[config.mk]
export PLATFORM = sky130hd
export DESIGN_NAME = scaled_narrow_cvt
export DESIGN_NICKNAME = d
export VERILOG_FILES = /design/src/rtl/snc_pkg.sv /design/src/rtl/snc_unpack.sv /design/src/rtl/snc_narrow.sv /design/src/rtl/snc_pipe_stage.sv /design/src/rtl/scaled_narrow_cvt.sv
export SDC_FILE = /design/constraint.sdc
export NUM_CORES = 1
export LEC_CHECK = 0
export BUFFER_PORTS_ARGS = -buffer_cell sky130_fd_sc_hd__buf_2
export CAP_MARGIN = 0
export CORE_MARGIN = 1.5
export CORE_UTILIZATION = 40
export DETAILED_ROUTE_END_ITERATION = 6
export PLACE_DENSITY = 0.59
export SLEW_MARGIN = 40
export SYNTH_ARGS = -nofsm -noshare
export SYNTH_HDL_FRONTEND = slang
export SYNTH_HIERARCHICAL = 1
export SYNTH_SLANG_ARGS = --single-unit
[constraint.sdc]
create_clock -name clk -period 5.45 [get_ports clk]
set_clock_uncertainty 0.1 [all_clocks]
set_input_delay 0.2725 -clock clk [delete_from_list [all_inputs] [get_ports clk]]
set_output_delay 0.2725 -clock clk [all_outputs]
set_load 0.02 [all_outputs]
[src/rtl/snc_pkg.sv]
package snc_pkg;

    localparam int F32_EXP_W  = 8;
    localparam int F32_FRAC_W = 23;
    localparam int F32_BIAS   = 127;
    localparam int F16_EXP_W  = 5;
    localparam int F16_FRAC_W = 10;
    localparam int F16_BIAS   = 15;
    localparam int MANT_W     = F32_FRAC_W + 1;
    localparam int ESUM_W     = 12;   // holds any unbiased exponent plus a scale up to 10 bits
    localparam int LZ_W       = 5;

    typedef enum logic [1:0] {
        CLS_ZERO = 2'd0,
        CLS_NUM  = 2'd1,
        CLS_INF  = 2'd2,
        CLS_NAN  = 2'd3
    } val_class_e;

    // Decoded, scaled operand between the two pipeline stages.
    typedef struct packed {
        logic                     sign;
        val_class_e               cls;
        logic [MANT_W-1:0]        mant;   // leading one at the top bit for CLS_NUM
        logic signed [ESUM_W-1:0] exp;    // unbiased exponent after scaling
    } dec_word_t;

    // Narrowed result with its flags.
    typedef struct packed {
        logic [15:0] half;
        logic        ovf;
        logic        unf;
        logic        den;
        logic        special;
    } half_res_t;

    // Number of zeros above the highest set bit of a single-precision fraction.
    function automatic logic [LZ_W-1:0] frac_lead_zeros(input logic [F32_FRAC_W-1:0] f);
        logic [LZ_W-1:0] cnt;
        cnt = LZ_W'(F32_FRAC_W);
        for (int i = 0; i < F32_FRAC_W; i++) begin
            if (f[i]) cnt = LZ_W'(F32_FRAC_W - 1 - i);
        end
        return cnt;
    endfunction

    // Round-to-nearest-even increment from lsb, guard and sticky.
    function automatic logic rne_inc(input logic lsb, input logic guard, input logic sticky);
        return guard & (sticky | lsb);
    endfunction

endpackage

[src/rtl/snc_unpack.sv]
module snc_unpack
    import snc_pkg::*;
#(
    parameter int SCALE_W = 8
) (
    input  logic [31:0]              word,
    input  logic signed [SCALE_W-1:0] scale,
    output dec_word_t                dec
);

    localparam int EXT_W = ESUM_W - SCALE_W;

    logic [F32_EXP_W-1:0]       exp_f;
    logic [F32_FRAC_W-1:0]      frac_f;
    logic [LZ_W-1:0]            lz;
    logic signed [ESUM_W-1:0]   scale_ext;
    logic signed [ESUM_W-1:0]   exp_raw;

    assign exp_f     = word[30:23];
    assign frac_f    = word[22:0];
    assign lz        = frac_lead_zeros(frac_f);
    assign scale_ext = {{EXT_W{scale[SCALE_W-1]}}, scale};

    always_comb begin
        dec.sign = word[31];
        dec.cls  = CLS_NUM;
        dec.mant = '0;
        exp_raw  = '0;
        if (exp_f == '1) begin
            dec.cls = (frac_f != '0) ? CLS_NAN : CLS_INF;
        end else if (exp_f == '0) begin
            if (frac_f == '0) begin
                dec.cls = CLS_ZERO;
            end else begin
                // subnormal input: shift the leading one up to the hidden-bit position
                dec.mant = MANT_W'({1'b0, frac_f} << (lz + LZ_W'(1)));
                exp_raw  = -ESUM_W'(F32_BIAS) - $signed({{(ESUM_W-LZ_W){1'b0}}, lz});
            end
        end else begin
            dec.mant = {1'b1, frac_f};
            exp_raw  = $signed({{(ESUM_W-F32_EXP_W){1'b0}}, exp_f}) - ESUM_W'(F32_BIAS);
        end
        dec.exp = (dec.cls == CLS_NUM) ? exp_raw + scale_ext : '0;
    end

endmodule

[src/rtl/snc_narrow.sv]
module snc_narrow
    import snc_pkg::*;
(
    input  dec_word_t d,
    output half_res_t r
);

    localparam int EMIN     = 1 - F16_BIAS;                      // -14
    localparam int GUARD_LO = MANT_W - F16_FRAC_W - 1;           // 13 discarded bits on the normal path
    localparam int SHIFT_MX = MANT_W + 1;                        // shift that clears every bit
    localparam logic signed [ESUM_W-1:0] EMIN_S = ESUM_W'(EMIN);

    // normal path
    logic                      n_inc;
    logic [F16_FRAC_W:0]       n_sum;
    logic signed [ESUM_W-1:0]  n_ebias;

    // subnormal path
    logic signed [ESUM_W-1:0]  s_under;
    logic [LZ_W-1:0]           s_sh;
    logic [F16_FRAC_W-1:0]     s_q;
    logic                      s_guard;
    logic [MANT_W-1:0]         s_mask;
    logic                      s_sticky;
    logic                      s_inc;
    logic [F16_FRAC_W:0]       s_qr;

    always_comb begin
        n_inc   = rne_inc(d.mant[GUARD_LO], d.mant[GUARD_LO-1], |d.mant[GUARD_LO-2:0]);
        n_sum   = {1'b0, d.mant[MANT_W-2:GUARD_LO]} + (F16_FRAC_W+1)'(n_inc);
        n_ebias = d.exp + ESUM_W'(F16_BIAS) + ESUM_W'(n_sum[F16_FRAC_W]);
    end

    always_comb begin
        s_under  = EMIN_S - d.exp;
        s_sh     = (s_under > ESUM_W'(SHIFT_MX - GUARD_LO)) ? LZ_W'(SHIFT_MX)
                                                           : LZ_W'(s_under + ESUM_W'(GUARD_LO));
        s_q      = F16_FRAC_W'(d.mant >> s_sh);
        s_guard  = |(MANT_W'(d.mant >> (s_sh - LZ_W'(1))) & MANT_W'(1));
        s_mask   = MANT_W'((25'd1 << (s_sh - LZ_W'(1))) - 25'd1);
        s_sticky = |(d.mant & s_mask);
        s_inc    = rne_inc(s_q[0], s_guard, s_sticky);
        s_qr     = {1'b0, s_q} + (F16_FRAC_W+1)'(s_inc);
    end

    always_comb begin
        r = '0;
        unique case (d.cls)
            CLS_ZERO: r.half = {d.sign, 15'd0};
            CLS_INF: begin
                r.half    = {d.sign, {F16_EXP_W{1'b1}}, {F16_FRAC_W{1'b0}}};
                r.special = 1'b1;
            end
            CLS_NAN: begin
                r.half    = {d.sign, {F16_EXP_W{1'b1}}, 1'b1, {(F16_FRAC_W-1){1'b0}}};
                r.special = 1'b1;
            end
            default: begin
                if (d.exp >= EMIN_S) begin
                    if (n_ebias >= ESUM_W'((1 << F16_EXP_W) - 1)) begin
                        r.half = {d.sign, {F16_EXP_W{1'b1}}, {F16_FRAC_W{1'b0}}};
                        r.ovf  = 1'b1;
                    end else begin
                        r.half = {d.sign, F16_EXP_W'(n_ebias), n_sum[F16_FRAC_W-1:0]};
                    end
                end else begin
                    // a carry out of the subnormal fraction lands in the exponent lsb
                    r.half = {d.sign, {(F16_EXP_W-1){1'b0}}, s_qr};
                    r.unf  = (s_qr == '0);
                    r.den  = (s_qr != '0) && !s_qr[F16_FRAC_W];
                end
            end
        endcase
    end

endmodule

[src/rtl/snc_pipe_stage.sv]
module snc_pipe_stage #(
    parameter int W = 8
) (
    input  logic         clk,
    input  logic         rst,
    input  logic         up_valid,
    output logic         up_ready,
    input  logic [W-1:0] up_data,
    output logic         dn_valid,
    input  logic         dn_ready,
    output logic [W-1:0] dn_data
);

    assign up_ready = !dn_valid || dn_ready;

    always_ff @(posedge clk) begin
        if (rst) begin
            dn_valid <= 1'b0;
        end else if (up_ready) begin
            dn_valid <= up_valid;
        end
    end

    always_ff @(posedge clk) begin
        if (up_ready && up_valid) begin
            dn_data <= up_data;
        end
    end

endmodule

[src/rtl/scaled_narrow_cvt.sv]
module scaled_narrow_cvt
    import snc_pkg::*;
#(
    parameter int SCALE_W = 8
) (
    input  logic                      clk,
    input  logic                      rst,
    input  logic                      in_valid,
    output logic                      in_ready,
    input  logic [31:0]               in_word,
    input  logic signed [SCALE_W-1:0] in_scale,
    output logic                      out_valid,
    input  logic                      out_ready,
    output logic [15:0]               out_half,
    output logic                      out_ovf,
    output logic                      out_unf,
    output logic                      out_den,
    output logic                      out_special
);

    localparam int DEC_W = $bits(dec_word_t);
    localparam int RES_W = $bits(half_res_t);

    dec_word_t dec_in;
    dec_word_t dec_q;
    half_res_t res_d;
    half_res_t res_q;
    logic      mid_valid;
    logic      mid_ready;

    snc_unpack #(.SCALE_W(SCALE_W)) u_unpack (
        .word  (in_word),
        .scale (in_scale),
        .dec   (dec_in)
    );

    snc_pipe_stage #(.W(DEC_W)) u_stage_dec (
        .clk      (clk),
        .rst      (rst),
        .up_valid (in_valid),
        .up_ready (in_ready),
        .up_data  (dec_in),
        .dn_valid (mid_valid),
        .dn_ready (mid_ready),
        .dn_data  (dec_q)
    );

    snc_narrow u_narrow (
        .d (dec_q),
        .r (res_d)
    );

    snc_pipe_stage #(.W(RES_W)) u_stage_res (
        .clk      (clk),
        .rst      (rst),
        .up_valid (mid_valid),
        .up_ready (mid_ready),
        .up_data  (res_d),
        .dn_valid (out_valid),
        .dn_ready (out_ready),
        .dn_data  (res_q)
    );

    assign out_half    = res_q.half;
    assign out_ovf     = res_q.ovf;
    assign out_unf     = res_q.unf;
    assign out_den     = res_q.den;
    assign out_special = res_q.special;

    // nothing valid right after reset
    p_idle_after_reset_r11: assert property (@(posedge clk) rst |=> !out_valid);

    // a stalled result holds
    p_stall_hold_r10: assert property (@(posedge clk) disable iff (rst)
        (out_valid && !out_ready) |=> (out_valid && $stable(out_half) && $stable(out_ovf)
                                       && $stable(out_unf) && $stable(out_den) && $stable(out_special)));

    // a ready consumer never throttles the input
    p_full_rate_r9: assert property (@(posedge clk) disable iff (rst) out_ready |-> in_ready);

    // overflow always carries the infinity code
    p_ovf_is_inf_r4: assert property (@(posedge clk) disable iff (rst)
        (out_valid && out_ovf) |-> (out_half[14:0] == 15'h7C00));

    // underflow always carries a zero magnitude
    p_unf_is_zero_r6: assert property (@(posedge clk) disable iff (rst)
        (out_valid && out_unf) |-> (out_half[14:0] == 15'h0000));

    // denormal flag matches a subnormal code
    p_den_code_r5: assert property (@(posedge clk) disable iff (rst)
        (out_valid && out_den) |-> (out_half[14:10] == 5'd0 && out_half[9:0] != 10'd0));

    // special inputs give the all-ones exponent; flags are exclusive
    p_special_code_r7: assert property (@(posedge clk) disable iff (rst)
        (out_valid && out_special) |-> (out_half[14:10] == 5'h1F));
    p_flags_onehot_r7: assert property (@(posedge clk) disable iff (rst)
        out_valid |-> $onehot0({out_ovf, out_unf, out_den, out_special}));

endmodule

==> impl_metrics.env, run 1 <==
export IMPL_die_area_um2=22400
export IMPL_tightest_slew_ns=0.863
export IMPL_worstHoldEndpoint="u_stage_res/dn_valid"
export IMPL_synth_top_area_share=0.206
export IMPL_design_area_um2=9390
export IMPL_slew_violations=0
export IMPL_vias=8930
export IMPL_r2r_start="u_stage_dec/dn_data[0]"
export IMPL_diodes=0
export IMPL_synth_top_family_by_area="compound AO/OA/AOI/OAI gates"
export IMPL_grt_use_total=0.262
export IMPL_crit_path_max_incr_delay_ns=0.57
export IMPL_design_core_area_um2=21100
export IMPL_via_per_inst=6.59
export IMPL_final_util=0.445
export IMPL_synth_xor_area_frac=0.0522
export IMPL_htreeDepth=3
export IMPL_p_leak_nw=3.58
export IMPL_ir_drop_v=0.000146
export IMPL_period_share=0.946
export IMPL_critical_path_slowest_cell="or4_1"
export IMPL_clkSlewWorstSetupHoldPaths_ns=0.06
export IMPL_cp_cell_sequence="inv_1 > ha_1 > nor2b_1 > or2_2 > a22oi_4 > ha_1 > nand2_1 > or3_1 > a31oi_1 > o211ai_1 > buf_4 > o21ai_1 > xor2_1 > o21ai_0 > or4_1 > nor4_2 > a31oi_1 > a21oi_1 > nand4_1 > and3_1"
export IMPL_cts_tree="done"
export IMPL_r2r_end="u_stage_res/dn_data[1]"
export IMPL_hold_path_startpoint="rst"
export IMPL_final_cell_mix="104 x nor2_1, 91 x nand2_1, 66 x a21oi_1"
export IMPL_cts_hold_buf=0
export IMPL_synth_warnings=6
export IMPL_gp_congestion=0.959
export IMPL_clk_root_buffer_cell="clkbuf_16"
export IMPL_cts_made_buffers=9
export IMPL_critPathKind="flip-flop to flip-flop"
export IMPL_cp_max_fo=10
export IMPL_grt_pass1_vias=8282
export IMPL_syn_inst=1040
export IMPL_cap_violations=0
export IMPL_overflow=0
export IMPL_grt_max_degree=40
export IMPL_grt_setup_unrepaired="no"
export IMPL_startpoint_type="flip-flop"
export IMPL_crit_required_ns=5.43
export IMPL_drtAntennaViolNets=0
export IMPL_synth_edff_count=59
export IMPL_finalSetupViolations=0
export IMPL_muxShareOfSynthArea=0.103
export IMPL_final_common_cell="nor2_1"
export IMPL_die_y_um=150
export IMPL_grt_pass1_wl_um=46000
export IMPL_ys_types=121
export IMPL_drt_iter0_drc=1045
export IMPL_async_flop_share=0
export IMPL_layout_min_cycle_time_ns=5.15
export IMPL_slew_headroom=0.423
export IMPL_holdPathStages=2
export IMPL_status="finished, final reports clean"
export IMPL_clk_path_buf_depth=2
export IMPL_fillers=2129
export IMPL_rr_worst_depth=20
export IMPL_portBuffers=65
export IMPL_die_w_um=150
export IMPL_final_cells=1355
export IMPL_dr_pass1_iters=6
export IMPL_crit_buf_inv=2
export IMPL_rows=53
export IMPL_dp_hpwl_um=21900
export IMPL_ios=66
export IMPL_synth_area_leaders="edfxtp_1 21%, mux4_2 4.7%, nor2_1 4.5%, nand2_1 4.0%, a21oi_1 3.8%"
export IMPL_initial_core_util=0.408
export IMPL_insertion_delay_ns=0.33
export IMPL_holdCritPathClass="input port to flip-flop"
export IMPL_synthFlopType="edfxtp_1"
export IMPL_wirelength_um=29500
export IMPL_place_area_um2=9060
export IMPL_post_drt_wl_per_cell_um=21.8
export IMPL_finalHoldViolations=0
export IMPL_drcViolationCount=0
export IMPL_p_per_area_nw_per_um2=269
export IMPL_synthAdderAreaFrac=0.0343
export IMPL_area_delta_synth_final_pct=9.06
export IMPL_ys_ff_latch=61
export IMPL_avgSynthCellArea_um2=8.28
export IMPL_max_freq_mhz=194
export IMPL_cp_arrival_ns=5.14
export IMPL_antenna_found_initial=0
export IMPL_synth_compound_area_share=0.289
export IMPL_regToRegSetupSlack_ns=0.30
export IMPL_crit_family="simple AND/OR/NAND/NOR gates"
export IMPL_dp_cells=1336
export IMPL_drive_gt1_frac=0.188
export IMPL_ys_seq_area_frac=0.210
export IMPL_synth_area_um2=8610
export IMPL_yosysTopAreaCell="edfxtp_1"
export IMPL_tns_ns=0
export IMPL_cts_sinks=61
export IMPL_nNetsFinal=1142
export IMPL_crit_path_end_kind="flip-flop"
export IMPL_synth_nets=1107
export IMPL_synthSimpleGateAreaFrac=0.232
stage by stage:
step / setup slack, ns / power (mW) / hold WS, ns
after floorplan: 0.0352 / 1.57 / 0.235
after global placement: 0.452 / 1.92 / 0.326
after detailed placement: 0.319 / 1.91 / 0.329
after CTS: 0.293 / 2.49 / 0.00789
after global routing: 0.0160 / 2.65 / 0.0135
final: 0.296 / 2.52 / 0.0231
synth_stat cells, types with 8 or more instances:
cell type  count
a22oi_1       11
a21o_1        11
nor4_1        12
a211oi_1      18
edfxtp_1      59
xor2_1        16
o21ai_0       49
buf_6          9
nor3_1        20
a221o_1        9
nor2_1       104
inv_1         34
a31oi_1       16
mux2i_1       25
nand4_1        9
a221oi_1       8
a22o_1        12
nand3_1       59
a21oi_1       66
clkbuf_1      38
mux4_2        18
xnor2_1       29
nand2b_1      13
and3_1        17
nand2_1       91
buf_2         13
o21ai_1        9
nor2b_1       17
ha_1          22
o211ai_1      16
o22ai_1       12
registers in the layout, indices dropped and copies added, names as in the netlist:
| signal | flops |
|---|---|
| u_stage_res/dn_valid | 1 |
| u_stage_res/dn_data | 20 |
| u_stage_dec/dn_data | 39 |
| u_stage_dec/dn_valid | 1 |
layer usage:
layer,track usage,up-vias,routed length [um]
li1,-,4071,-
met1,0.355,4143,12000
met2,0.411,622,13200
met3,0.0503,94,3230
met4,0.100,0,1090
met5,0,-,0
worst reg2reg max path: stages (launching register included):
cell and delay [ns]:
edfxtp_1 0.46, inv_1 0.09, ha_1 0.36, nor2b_1 0.19, or2_2 0.41, a22oi_4 0.20, ha_1 0.23, nand2_1 0.08
or3_1 0.33, a31oi_1 0.14, o211ai_1 0.18, buf_4 0.21, o21ai_1 0.13, xor2_1 0.15, o21ai_0 0.09, or4_1 0.57
nor4_2 0.32, a31oi_1 0.22, a21oi_1 0.17, nand4_1 0.11, and3_1 0.18
cell type report:
class                   count  area [um2]  share of cell area
well taps                 275         344              0.0367
inverters                  39         154              0.0164
repair buffers            106         646              0.0688
clock buffers               9         225              0.0240
clock inverters             7        75.1             0.00800
multi-input cells         858        6130               0.653
flip-flops and latches     61        1810               0.193
how the worst max path moves through the flow:
stage	start	endpoint	cells after the start	slack (ns)
after floorplan	u_stage_dec/dn_data[0]	u_stage_res/dn_data[1]	25	0.04
after global placement	u_stage_dec/dn_data[1]	u_stage_res/dn_data[1]	22	0.45
after detailed placement	u_stage_dec/dn_data[0]	u_stage_res/dn_data[1]	21	0.32
after CTS	u_stage_dec/dn_data[1]	u_stage_res/dn_data[1]	20	0.29
after global routing	u_stage_dec/dn_data[0]	u_stage_res/dn_data[1]	22	0.02
final	u_stage_dec/dn_data[0]	u_stage_res/dn_data[1]	20	0.30
logic make-up (layout without fill, tap and decap cells):
group           count (synthesis)  count (layout)
xor+xnor                       47              47
fa+ha+maj                      23              23
mux                            56              56
simple gates                  393             393
compound gates                339             339
flops                          61              61
buf+inv                       121             161
power breakdown:
| part | switching [mW] | leakage, nW | internal [mW] |
|---|---|---|---|
| registers | 0.0574 | 0.580 | 0.566 |
| clock network | 0.217 | 0.150 | 0.356 |
| logic | 0.826 | 2.85 | 0.503 |
| total | 1.10 | 3.58 | 1.42 |
what timing repair did:
| action | 4_1_cts | 5_1_grt |
|---|---|---|
| setup buffers | 0 | 3 |
| setup endpoints to repair | 0 | 1 |
| resized for setup | 0 | 2 |
| hold endpoints to repair | 0 | 0 |
Note: power is estimated with default switching activity, not from simulation.
==> run 2, diff against run 1 <==
--- a/config.mk
+++ b/config.mk
@@ -7,10 +7,12 @@
 export LEC_CHECK = 0
 export BUFFER_PORTS_ARGS = -buffer_cell sky130_fd_sc_hd__buf_2
 export CAP_MARGIN = 0
+export CORE_ASPECT_RATIO = 0.9
 export CORE_MARGIN = 1.5
 export CORE_UTILIZATION = 40
 export DETAILED_ROUTE_END_ITERATION = 6
 export PLACE_DENSITY = 0.59
+export REMOVE_ABC_BUFFERS = 1
 export SLEW_MARGIN = 40
 export SYNTH_ARGS = -nofsm -noshare
 export SYNTH_HDL_FRONTEND = slang
==> run 2 against run 1 <==
Compared with the run above:
- worst setup slack got worse by 0.17 ns
- fmax decreased by 3.2%
- critical path depth decreased by 1
- power decreased by 0.71%
- via count decreased by 1.1%
- sequential power about the same
- register-to-register slack got worse by 0.17 ns
- sequential share of layout area about the same
- non-clock buffer count increased by 3
- flip-flop and latch count unchanged
- wire length increased by 2.3%
==> impl_metrics.env, run 2 (same netlist as run 1, synthesis figures left out) <==
export IMPL_finalSetupViolations=0
export IMPL_crit_required_ns=5.43
export IMPL_rows=50
export IMPL_via_per_inst=6.45
export IMPL_wirelength_um=30200
export IMPL_cp_max_fo=10
export IMPL_place_area_um2=9100
export IMPL_final_cell_mix="104 x nor2_1, 91 x nand2_1, 66 x a21oi_1"
export IMPL_grt_most_used_layer="met2"
export IMPL_crit_family="simple AND/OR/NAND/NOR gates"
export IMPL_comb_power_share=0.534
export IMPL_worst_slack_ns=0.126
export IMPL_drcViolationCount=0
export IMPL_cp_arrival_ns=5.31
export IMPL_ios=66
export IMPL_crit_buf_inv=2
export IMPL_clk_root_buffer_cell="clkbuf_16"
export IMPL_grt_max_degree=40
export IMPL_ir_drop_v=0.000156
export IMPL_cts_made_buffers=9
export IMPL_die_w_um=158
export IMPL_slew_headroom=0.513
export IMPL_cts_tree="done"
export IMPL_p_sw_mw=1.09
export IMPL_status="finished, final reports clean"
export IMPL_post_drt_wl_per_cell_um=22.0
export IMPL_largestRegisters="u_stage_dec/dn_data: 39 flops, u_stage_res/dn_data: 20 flops"
export IMPL_dr_pass1_iters=6
export IMPL_seqCellArea_um2=1810
export IMPL_vias=8835
export IMPL_slew_violations=0
export IMPL_drt_iter0_drc=1009
export IMPL_finalHoldViolations=0
export IMPL_crit_path_max_incr_delay_ns=0.53
export IMPL_grt_pass1_wl_um=47200
export IMPL_gp_congestion=1.02
export IMPL_p_leak_nw=3.59
export IMPL_finalHoldWorstSlack_ns=0.0234
export IMPL_antenna_found_initial=0
export IMPL_switching_share=0.435
export IMPL_diodes=0
export IMPL_htreeDepth=3
export IMPL_holdCritPathClass="input port to flip-flop"
export IMPL_tightest_slew_ns=0.729
export IMPL_p_seq_frac=0.248
export IMPL_grt_use_total=0.273
export IMPL_nNetsFinal=1145
export IMPL_use_met3=0.0576
export IMPL_multiInputGateArea_um2=6120
export IMPL_portBuffers=65
export IMPL_gr_usage_met1=0.389
export IMPL_grt_use_met2=0.395
export IMPL_final_common_cell="nor2_1"
export IMPL_design_core_area_um2=21000
export IMPL_max_freq_mhz=188
export IMPL_startpoint_type="flip-flop"
export IMPL_cp_cell_sequence="ha_1 > nor2b_1 > buf_4 > or2_2 > a22oi_4 > ha_1 > nand2_1 > or3_1 > a31oi_1 > o211ai_1 > buf_4 > a21oi_1 > o31ai_1 > or4_1 > nor4_1 > a31oi_1 > a21oi_1 > nand4_1 > and3_1"
export IMPL_critPathKind="flip-flop to flip-flop"
export IMPL_p_per_area_nw_per_um2=267
export IMPL_area_delta_synth_final_pct=9.11
export IMPL_overflow=0
export IMPL_cts_setup_buffers=0
export IMPL_p_int_mw=1.42
export IMPL_dp_hpwl_um=22600
export IMPL_die_area_um2=22400
export IMPL_crit_path_end_kind="flip-flop"
export IMPL_largest_reg_flops=39
export IMPL_grt_pass1_vias=8223
export IMPL_fillers=2114
export IMPL_clkSlewWorstSetupHoldPaths_ns=0.05
export IMPL_place_ws_ns=0.282
export IMPL_drtAntennaViolNets=0
export IMPL_period_share=0.977
export IMPL_insertion_delay_ns=0.33
export IMPL_tns_ns=0
export IMPL_layout_min_cycle_time_ns=5.32
export IMPL_critical_path_slowest_cell="or4_1"
export IMPL_die_y_um=142
export IMPL_design_area_um2=9390
export IMPL_power_frac_clock=0.218
export IMPL_cap_violations=0
export IMPL_clk_path_buf_depth=2
export IMPL_largest_register="u_stage_dec/dn_data"
export IMPL_initial_core_util=0.411
export IMPL_drive_gt1_frac=0.187
export IMPL_cts_sinks=61
[run 2: changes by cell type in the layout (fill, tap and decap cells not counted), sizes merged]
| cell | change |
|---|---|
| buf | +3 |
[run 2: worst register-to-register path, delay by kind of cell, from the launching register on]
family          cells  cell delay (ns)
buf+inv             2             0.34
simple gates        8             2.27
compound gates      7             1.27
fa+ha+maj           2             0.59
flops               1             0.52
[run 2: per-stage QoR]
stage	util	cells	total power [mW]
2_1_floorplan	-	958	1.50
3_3_place_gp	0.434	1353	1.93
3_5_place_dp	0.434	1353	1.92
4_1_cts	0.448	1369	2.47
5_1_grt	0.448	1369	2.65
6_report	0.448	1369	2.51
[run 2: area by class of cell]
cell class / count / area share
inverters: 39 / 0.0164
clock buffers: 9 / 0.0240
well taps: 286 / 0.0381
flip-flops and latches: 61 / 0.193
multi-input cells: 858 / 0.652
repair buffers: 109 / 0.0698
clock inverters: 7 / 0.00693
[run 2: metal layers]
layer | up-vias | share of wire
met5 | - | 0
met4 | 0 | 0.037
met3 | 89 | 0.098
met2 | 538 | 0.43
met1 | 4121 | 0.44
li1 | 4087 | -
[run 2: power groups by stage]
stage	Clock, mW	Combinational [mW]	Sequential (mW)
after global routing	0.580	1.44	0.625
after detailed placement	0	1.29	0.628
after global placement	0	1.31	0.628
final	0.546	1.34	0.621
after CTS	0.555	1.30	0.619
after floorplan	0	0.863	0.640
[run 2: what timing repair did]
item	in CTS	in global routing
resized for setup	0	1
hold buffers	0	0
endpoints found under the setup margin	0	1
hold endpoints to repair	0	0
[run 2: worst paths after layout]
check                           from                       to  slack [ns]  cells after the start
max           u_stage_dec/dn_data[1]   u_stage_res/dn_data[1]        0.13                     19
min                              rst     u_stage_res/dn_valid        0.02                      2
max reg2reg   u_stage_dec/dn_data[1]   u_stage_res/dn_data[1]        0.13                     19
min reg2reg  u_stage_dec/dn_data[38]  u_stage_res/dn_data[19]        0.34                      0
